**config.mk**
```make
export PLATFORM = sky130hd
export DESIGN_NAME = cpu_io_decoder
export DESIGN_NICKNAME = d
export VERILOG_FILES = /design/src/rtl/iodec_pkg.sv /design/src/rtl/iodec_decode.sv /design/src/rtl/iodec_latches.sv /design/src/rtl/iodec_watchdog.sv /design/src/rtl/iodec_nvram.sv /design/src/rtl/cpu_io_decoder.sv
export SDC_FILE = /design/constraint.sdc
export NUM_CORES = 2
export LEC_CHECK = 0
export ABC_AREA = 1
export BUFFER_PORTS_ARGS = -buffer_cell sky130_fd_sc_hd__buf_2
export CORE_MARGIN = 2
export CORE_UTILIZATION = 33
export CTS_CLUSTER_DIAMETER = 40
export DETAILED_ROUTE_END_ITERATION = 8
export SLEW_MARGIN = 0
export SYNTH_ARGS = -nofsm -noshare
export SYNTH_HDL_FRONTEND = slang
export SYNTH_SLANG_ARGS = --single-unit
```
**constraint.sdc**
```tcl
create_clock -name clk -period 3.6 [get_ports clk]
set_input_delay 0.72 -clock clk [delete_from_list [all_inputs] [get_ports clk]]
set_output_delay 0.72 -clock clk [all_outputs]
set_load 0.02 [all_outputs]
```
**src/rtl/iodec_pkg.sv**
```systemverilog
package iodec_pkg;
  localparam int ADDR_W = 16;
  localparam int DATA_W = 8;

  typedef enum logic [3:0] {
    RG_NONE, RG_PAGE, RG_LED, RG_WDOG, RG_PER0, RG_PER1,
    RG_IMG, RG_XLATE, RG_DIS, RG_NVRAM
  } region_e;

  localparam logic [ADDR_W-1:0] M_LATCH  = 16'hFF80;
  localparam logic [ADDR_W-1:0] M_PER    = 16'hFF8C;
  localparam logic [ADDR_W-1:0] M_VIDREG = 16'hFFF1;
  localparam logic [ADDR_W-1:0] M_DIS    = 16'hFFF0;
  localparam logic [ADDR_W-1:0] M_NV     = 16'hFC00;

  localparam logic [ADDR_W-1:0] A_PAGE  = 16'hC800;
  localparam logic [ADDR_W-1:0] A_LED   = 16'hC880;
  localparam logic [ADDR_W-1:0] A_WDOG  = 16'hC900;
  localparam logic [ADDR_W-1:0] A_PER0  = 16'hC980;
  localparam logic [ADDR_W-1:0] A_PER1  = 16'hC984;
  localparam logic [ADDR_W-1:0] A_IMG   = 16'hCBC0;
  localparam logic [ADDR_W-1:0] A_XLATE = 16'hCBC1;
  localparam logic [ADDR_W-1:0] A_DIS   = 16'hCBD0;
  localparam logic [ADDR_W-1:0] A_NV    = 16'hCC00;

  function automatic logic [DATA_W-1:0] bit_flip(input logic [DATA_W-1:0] v);
    logic [DATA_W-1:0] r;
    for (int i = 0; i < DATA_W; i++) r[i] = v[DATA_W-1-i];
    return r;
  endfunction
endpackage

```
**src/rtl/iodec_decode.sv**
```systemverilog
module iodec_decode
  import iodec_pkg::*;
(
  input  logic [ADDR_W-1:0] addr,
  output region_e           region
);
  always_comb begin
    region = RG_NONE;
    if      ((addr & M_LATCH)  == A_PAGE)  region = RG_PAGE;
    else if ((addr & M_LATCH)  == A_LED)   region = RG_LED;
    else if ((addr & M_LATCH)  == A_WDOG)  region = RG_WDOG;
    else if ((addr & M_PER)    == A_PER0)  region = RG_PER0;
    else if ((addr & M_PER)    == A_PER1)  region = RG_PER1;
    else if ((addr & M_VIDREG) == A_IMG)   region = RG_IMG;
    else if ((addr & M_VIDREG) == A_XLATE) region = RG_XLATE;
    else if ((addr & M_DIS)    == A_DIS)   region = RG_DIS;
    else if ((addr & M_NV)     == A_NV)    region = RG_NVRAM;
  end
endmodule

```
**src/rtl/iodec_latches.sv**
```systemverilog
module iodec_latches
  import iodec_pkg::*;
#(
  parameter int PAGE_W = 4,
  parameter int IMG_W  = 5,
  parameter int XL_W   = 6
) (
  input  logic              clk,
  input  logic              rst_n,
  input  region_e           region,
  input  logic              access,
  input  logic              wr_en,
  input  logic              rd_en,
  input  logic [DATA_W-1:0] bus,
  output logic [PAGE_W-1:0] page_q,
  output logic [DATA_W-1:0] led_q,
  output logic [IMG_W-1:0]  img_q,
  output logic [XL_W-1:0]   xl_q,
  output logic              bg_q,
  output logic              exp_q
);
  logic [PAGE_W-1:0] page_d;
  logic [DATA_W-1:0] led_d;
  logic [IMG_W-1:0]  img_d;
  logic [XL_W-1:0]   xl_d;
  logic              bg_d, exp_d;

  always_comb begin
    page_d = page_q;
    led_d  = led_q;
    img_d  = img_q;
    xl_d   = xl_q;
    bg_d   = bg_q;
    exp_d  = exp_q;
    if (access && region == RG_PAGE) page_d = bus[PAGE_W-1:0];
    if (access && region == RG_LED)  led_d  = bit_flip(~bus);
    if (wr_en && region == RG_IMG)   img_d  = bus[IMG_W-1:0];
    if (wr_en && region == RG_XLATE) xl_d   = bus[XL_W-1:0];
    if (wr_en && region == RG_DIS) begin
      bg_d  = bus[0];
      exp_d = bus[1];
    end
  end

  always_ff @(posedge clk or negedge rst_n) begin
    if (!rst_n) begin
      page_q <= '0;
      led_q  <= '0;
      img_q  <= '0;
      xl_q   <= '0;
      bg_q   <= 1'b0;
      exp_q  <= 1'b0;
    end else begin
      page_q <= page_d;
      led_q  <= led_d;
      img_q  <= img_d;
      xl_q   <= xl_d;
      bg_q   <= bg_d;
      exp_q  <= exp_d;
    end
  end

  p_page_load_r2: assert property (@(posedge clk) disable iff (!rst_n)
    (access && region == RG_PAGE) |=> page_q == $past(bus[PAGE_W-1:0]));

  p_led_load_r3: assert property (@(posedge clk) disable iff (!rst_n)
    (access && region == RG_LED) |=> led_q == bit_flip(~$past(bus)));

  p_vid_readonly_r6: assert property (@(posedge clk) disable iff (!rst_n)
    (rd_en && (region == RG_IMG || region == RG_XLATE || region == RG_DIS))
    |=> ($stable(img_q) && $stable(xl_q) && $stable(bg_q) && $stable(exp_q)));
endmodule

```
**src/rtl/iodec_watchdog.sv**
```systemverilog
module iodec_watchdog
  import iodec_pkg::*;
#(
  parameter int                TICKS     = 8,
  parameter logic [DATA_W-1:0] KICK_MASK = 8'h3E,
  parameter logic [DATA_W-1:0] KICK_VAL  = 8'h2A
) (
  input  logic              clk,
  input  logic              rst_n,
  input  logic              port_hit,
  input  logic [DATA_W-1:0] bus,
  input  logic              vtick,
  output logic              fire_q
);
  localparam int CW = (TICKS > 1) ? $clog2(TICKS) : 1;
  localparam logic [CW-1:0] LAST = CW'(TICKS - 1);

  logic [CW-1:0] cnt_q, cnt_d;
  logic          fire_d;
  logic          kick;

  assign kick = port_hit && ((bus & KICK_MASK) == KICK_VAL);

  always_comb begin
    cnt_d  = cnt_q;
    fire_d = 1'b0;
    if (kick) begin
      cnt_d = '0;
    end else if (vtick) begin
      if (cnt_q == LAST) begin
        cnt_d  = '0;
        fire_d = 1'b1;
      end else begin
        cnt_d = cnt_q + 1'b1;
      end
    end
  end

  always_ff @(posedge clk or negedge rst_n) begin
    if (!rst_n) begin
      cnt_q  <= '0;
      fire_q <= 1'b0;
    end else begin
      cnt_q  <= cnt_d;
      fire_q <= fire_d;
    end
  end

  p_pulse_one_r9: assert property (@(posedge clk) disable iff (!rst_n)
    fire_q |=> !fire_q);

  p_fire_restart_r9: assert property (@(posedge clk) disable iff (!rst_n)
    fire_q |-> cnt_q == '0);

  p_kick_clears_r10: assert property (@(posedge clk) disable iff (!rst_n)
    kick |=> (!fire_q && cnt_q == '0));
endmodule

```
**src/rtl/iodec_nvram.sv**
```systemverilog
module iodec_nvram
  import iodec_pkg::*;
#(
  parameter int DEPTH = 1024,
  parameter int NW    = 4
) (
  input  logic                     clk,
  input  logic                     rst_n,
  input  logic                     sel,
  input  logic                     wr_en,
  input  logic [$clog2(DEPTH)-1:0] offs,
  input  logic [NW-1:0]            wnib,
  input  logic                     guard_n,
  output logic [NW-1:0]            rnib
);
  localparam int OW = $clog2(DEPTH);

  logic [NW-1:0] mem [DEPTH];
  logic          in_guard;
  logic          we;

  assign in_guard = (offs[OW-1:OW-2] == 2'b00);
  assign we       = sel && wr_en && !(in_guard && !guard_n);
  assign rnib     = mem[offs];

  always_ff @(posedge clk) begin
    if (we) mem[offs] <= wnib;
  end

  p_guard_blocks_r8: assert property (@(posedge clk) disable iff (!rst_n)
    (sel && wr_en && !guard_n && in_guard) |=> mem[$past(offs)] == $past(mem[offs]));

  p_open_stores_r8: assert property (@(posedge clk) disable iff (!rst_n)
    (sel && wr_en && !in_guard) |=> mem[$past(offs)] == $past(wnib));
endmodule

```
**src/rtl/cpu_io_decoder.sv**
```systemverilog
module cpu_io_decoder
  import iodec_pkg::*;
#(
  parameter int                NV_DEPTH = 1024,
  parameter int                NV_W     = 4,
  parameter int                WD_TICKS = 8,
  parameter logic [DATA_W-1:0] OPEN_BUS = 8'hFF
) (
  input  logic              clk,
  input  logic              rst_n,
  input  logic [ADDR_W-1:0] addr,
  input  logic [DATA_W-1:0] wdata,
  input  logic              rd_en,
  input  logic              wr_en,
  input  logic              guard_n,
  input  logic              vtick,
  output logic [DATA_W-1:0] rdata,
  output logic              per0_cs,
  output logic              per1_cs,
  output logic [3:0]        page,
  output logic [7:0]        led,
  output logic [4:0]        img_page,
  output logic [5:0]        xlate,
  output logic              bg_dis,
  output logic              exp_dis,
  output logic              wdog_rst
);
  localparam int NV_OW = $clog2(NV_DEPTH);

  region_e           region;
  logic              access;
  logic [DATA_W-1:0] bus;
  logic [NV_W-1:0]   rnib;
  logic [DATA_W-1:0] rdata_d;

  assign access = rd_en | wr_en;
  assign bus    = wr_en ? wdata : OPEN_BUS;

  iodec_decode u_dec (
    .addr   (addr),
    .region (region)
  );

  assign per0_cs = access && (region == RG_PER0);
  assign per1_cs = access && (region == RG_PER1);

  iodec_latches #(.PAGE_W(4), .IMG_W(5), .XL_W(6)) u_lat (
    .clk    (clk),
    .rst_n  (rst_n),
    .region (region),
    .access (access),
    .wr_en  (wr_en),
    .rd_en  (rd_en),
    .bus    (bus),
    .page_q (page),
    .led_q  (led),
    .img_q  (img_page),
    .xl_q   (xlate),
    .bg_q   (bg_dis),
    .exp_q  (exp_dis)
  );

  iodec_watchdog #(.TICKS(WD_TICKS)) u_wd (
    .clk      (clk),
    .rst_n    (rst_n),
    .port_hit (access && (region == RG_WDOG)),
    .bus      (bus),
    .vtick    (vtick),
    .fire_q   (wdog_rst)
  );

  iodec_nvram #(.DEPTH(NV_DEPTH), .NW(NV_W)) u_nv (
    .clk     (clk),
    .rst_n   (rst_n),
    .sel     (region == RG_NVRAM),
    .wr_en   (wr_en),
    .offs    (addr[NV_OW-1:0]),
    .wnib    (wdata[NV_W-1:0]),
    .guard_n (guard_n),
    .rnib    (rnib)
  );

  always_comb begin
    rdata_d = rdata;
    if (rd_en) begin
      if (region == RG_NVRAM) rdata_d = {OPEN_BUS[DATA_W-1:NV_W], rnib};
      else                    rdata_d = OPEN_BUS;
    end
  end

  always_ff @(posedge clk or negedge rst_n) begin
    if (!rst_n) rdata <= OPEN_BUS;
    else        rdata <= rdata_d;
  end

  p_cs_exclusive_r5: assert property (@(posedge clk) disable iff (!rst_n)
    $onehot0({per0_cs, per1_cs}));

  p_cs_needs_strobe_r5: assert property (@(posedge clk) disable iff (!rst_n)
    (per0_cs || per1_cs) |-> (rd_en || wr_en));

  p_strobe_excl_r5: assert property (@(posedge clk) disable iff (!rst_n)
    !(rd_en && wr_en));

  p_rdata_hold_r11: assert property (@(posedge clk) disable iff (!rst_n)
    !rd_en |=> $stable(rdata));

  p_open_bus_r11: assert property (@(posedge clk) disable iff (!rst_n)
    (rd_en && region != RG_NVRAM) |=> rdata == OPEN_BUS);
endmodule

```
==> results by group <==
Critical path
  • Crit path kind: primary input to output port
  • Crit. End Element: output port
  • R2R cell count: 14
  • FF-to-FF Start: u_nv.mem[385][2]$_DFFE_PP_
  • Crit Path Max Fanout: 6
  • Critical Path AT: 2.78 ns
  • Critical Path RT: 2.88 ns
  • Setup slack, reg-to-reg: 0.33 ns
  • FF-to-FF End: rdata[2]$_DFFE_PN1P_
  • Crit path launch type: primary input

Detailed routing
  • Initial drt markers: 15500
  • Antenna Nets Post-Route: 0
  • Initial DRT Pass Iterations: 6
  • Vias: 117000
  • DR WL/cell: 24.0 um
  • Via density: 5.14
  • WL final: 544 mm
  • DR DRC count: 0

Pwr
  • Switch share: 0.229
  • Cell Pwr Density: 548 nW/um2
  • VDD IR-drop max: 0.000557 V
  • Clock network power share: 0.473
  • Combinational share of power: 0.055
  • Net Switching: 0.0257 W
  • Static leakage power: 74.9 nW
  • Int Pwr: 0.0864 W
  • Seq pwr share: 0.472

Layout
  • Fill cell count: 46700
  • Final design utilization: 0.407
  • Multi-input gate area: 37800 um2
  • Finished Cell Area: 204000 um2
  • Storage element area: 124000 um2
  • NumNets Final: 15600
  • Share of cells above drive strength 1: 0.152
  • Synth-to-Final Area Change: 22.9%
  • Non-Filler Instances: 22700

CTS
  • Sink Count: 4129
  • Clock Latency Late Sink: 1.05 ns
  • Total CTS buffers: 525
  • Worst-path clk slew: 0.05 ns
  • CTS tree: done
  • H-tree depth: 6
  • Buffers from clock root to sink, at most: 4
  • Root Buffer: clkbuf_16

Place
  • # port buffers: 61
  • Detailed placement HPWL: 343 mm
  • Dpl cell area: 187000 um2
  • Placed Instances: 21700
  • Final RePlAce weighted congestion: 0.884

Global routing
  • Vias in the first global route: 112000
  • Largest net degree at the start of global routing: 155
  • GRT overflow: 0
  • First-pass GRT wire length: 782 mm
  • Initial antenna violation count: 33
  • Total track usage: 0.207

Logic synthesis
  • Synth Flop Type: edfxtp_1
  • Post-Syn Area: 166000 um2
  • Register area share after synthesis: 0.744
  • Yosys cell types: 40
  • Synth Instances: 14400
  • Synth Register Bits: 4129
  • Synthesized area per cell: 11.6 um2
  • Async SR Flop Fraction: 0.00799
  • Syn. warnings: 0
  • EDFF count, synth: 4096

STA
  • Hold_ws: 0.189 ns
  • Clock Skews: 0.0678 ns
  • Final setup viols: 0
  • Final Cycle Share: 0.973
  • Slew margin rel.: -0.0439
  • Min Clock Period, post-route: 3.50 ns
  • Final Hold Fails: 0
  • Worst slew pin tran: 1.55 ns
  • Fmax: 285 MHz
  • Setup TNS: 0 ns
  • Fin. max-slew vios: 2
  • Unrepaired setup endpoints after global routing: no

Job
  • Maxcap violations: 1

Status
  • Failing checks: capacitance limit, slew limit
  • Status: complete, but fails checks

Floorplan
  • Die Footprint: 510000 um2
  • # rows: 260
  • Io pins: 66
  • Die W: 714 um
  • Initial cell density of the core: 0.332
  • Die Y: 714 um
  • Core Area: 502000 um2

Worst hold path
  • Worst Hold End: u_lat.led_q[6]$_DFFE_PN0P_
  • Min-delay worst type: primary input to register
  • Worst hold path startpoint: addr[15]
  • WHS Path Cells: 4
[power by group through the flow]
stage	Sequential [W]	Clock [W]	Combinational [W]
final	0.0529	0.0530	0.00620
after global routing	0.0528	0.0553	0.00660
after CTS	0.0529	0.0534	0.00612
after detailed placement	0.0539	0	0.00609
after global placement	0.0539	0	0.00608
after floorplan	0.0539	0	0.00260
[synthesized netlist by cell type, drive strengths merged (4+ instances only)]
library cell | number | area share
nor3 | 6 | 0.00021
nand2 | 5278 | 0.12
nand4 | 538 | 0.020
edfxtp | 4096 | 0.74
buf | 467 | 0.013
nor4 | 5 | 0.00023
a21oi | 388 | 0.012
o211ai | 5 | 0.00023
a22oi | 174 | 0.0079
o31ai | 8 | 0.00036
dfstp | 4 | 0.00063
inv | 348 | 0.0079
nor2 | 1856 | 0.042
nand3b | 10 | 0.00045
and2 | 53 | 0.0020
dfrtp | 29 | 0.0044
clkbuf | 401 | 0.0090
o21ai | 71 | 0.0021
nand3 | 599 | 0.018
[through the flow]
step | setup slack [ns] | total power [W]
floorplan | 0.467 | 0.0565
detailed placement | -0.837 | 0.0600
CTS | 0.175 | 0.112
global route | 0.00905 | 0.115
finish | 0.0969 | 0.112
global placement | -0.881 | 0.0599
[registers in the layout (all words and copies together) (netlist names)]
register	cells
u_nv.mem	4096
rdata	4
u_wd.cnt_q	3
u_wd.fire_q	1
u_lat.page_q	4
u_lat.led_q	8
u_lat.xl_q	6
u_lat.bg_q	1
u_lat.img_q	5
u_lat.exp_q	1
[layout by cell type (no fill, tap or decap), types with 74 or more instances in the layout]
master        n
a21oi_1     388
a22oi_1     174
buf_12      299
buf_4      1190
clkbuf_16   539
clkinv_1     74
edfxtp_1   4096
inv_1       339
nand2_1    5242
nand3_1     599
nand4_1     538
nor2_1     1844
[layer usage]
layer | wire length, um | vias to the layer above | GRT usage
met5 | 62 | - | 0
met4 | 20400 | 10 | 0.0731
met3 | 56200 | 1039 | 0.0396
met2 | 246000 | 6265 | 0.325
met1 | 221000 | 57500 | 0.287
li1 | - | 51800 | -
[area by class of cell]
class / count / area share
Multi-Input combinational cell: 9008 / 0.185
Sequential cell: 4129 / 0.606
Tap cell: 6681 / 0.0409
Timing Repair Buffer: 1556 / 0.0752
Inverter: 351 / 0.00672
Clock inverter: 349 / 0.0191
Antenna cell: 6 / 0.0000735
Clock buffer: 601 / 0.0672
[worst max-delay path by stage]
stage / slack, ns / startpoint / to / cells past startpoint
after floorplan: 0.47 / addr[2] / per0_cs / 9
after global placement: -0.88 / addr[0] / rdata[2]$_DFFE_PN1P_ / 20
after detailed placement: -0.84 / addr[0] / rdata[2]$_DFFE_PN1P_ / 20
after CTS: 0.18 / addr[6] / per1_cs / 11
after global routing: 0.009 / addr[7] / per1_cs / 12
final: 0.1 / addr[9] / per1_cs / 9
[kinds of logic after synthesis]
| group | after synthesis | share of synthesized area |
|---|---|---|
| simple gates | 8349 | 0.202 |
| compound gates | 653 | 0.0226 |
| fa+ha+maj | 2 | 0.000150 |
| flops | 4129 | 0.744 |
| buf+inv | 1219 | 0.0305 |
| other cells | 1 | 0.0000225 |
[what timing repair did]
| item | 4_1_cts | 5_1_grt |
|---|---|---|
| hold endpoints to repair | 40 | 0 |
| hold buffers | 6 | 0 |
| endpoints found under the setup margin | 0 | 2 |
| gates resized for setup | 0 | 1 |
| setup buffers | 0 | 2 |
[critical path, cell delays in order]
cell	delay, ns
buf_2	0.14
nor2_1	0.06
inv_1	0.46
nor2_1	0.08
buf_4	0.24
inv_1	0.39
o2111ai_1	0.22
nor3b_1	0.22
buf_2	0.21
(Power assumes the default switching activity.)
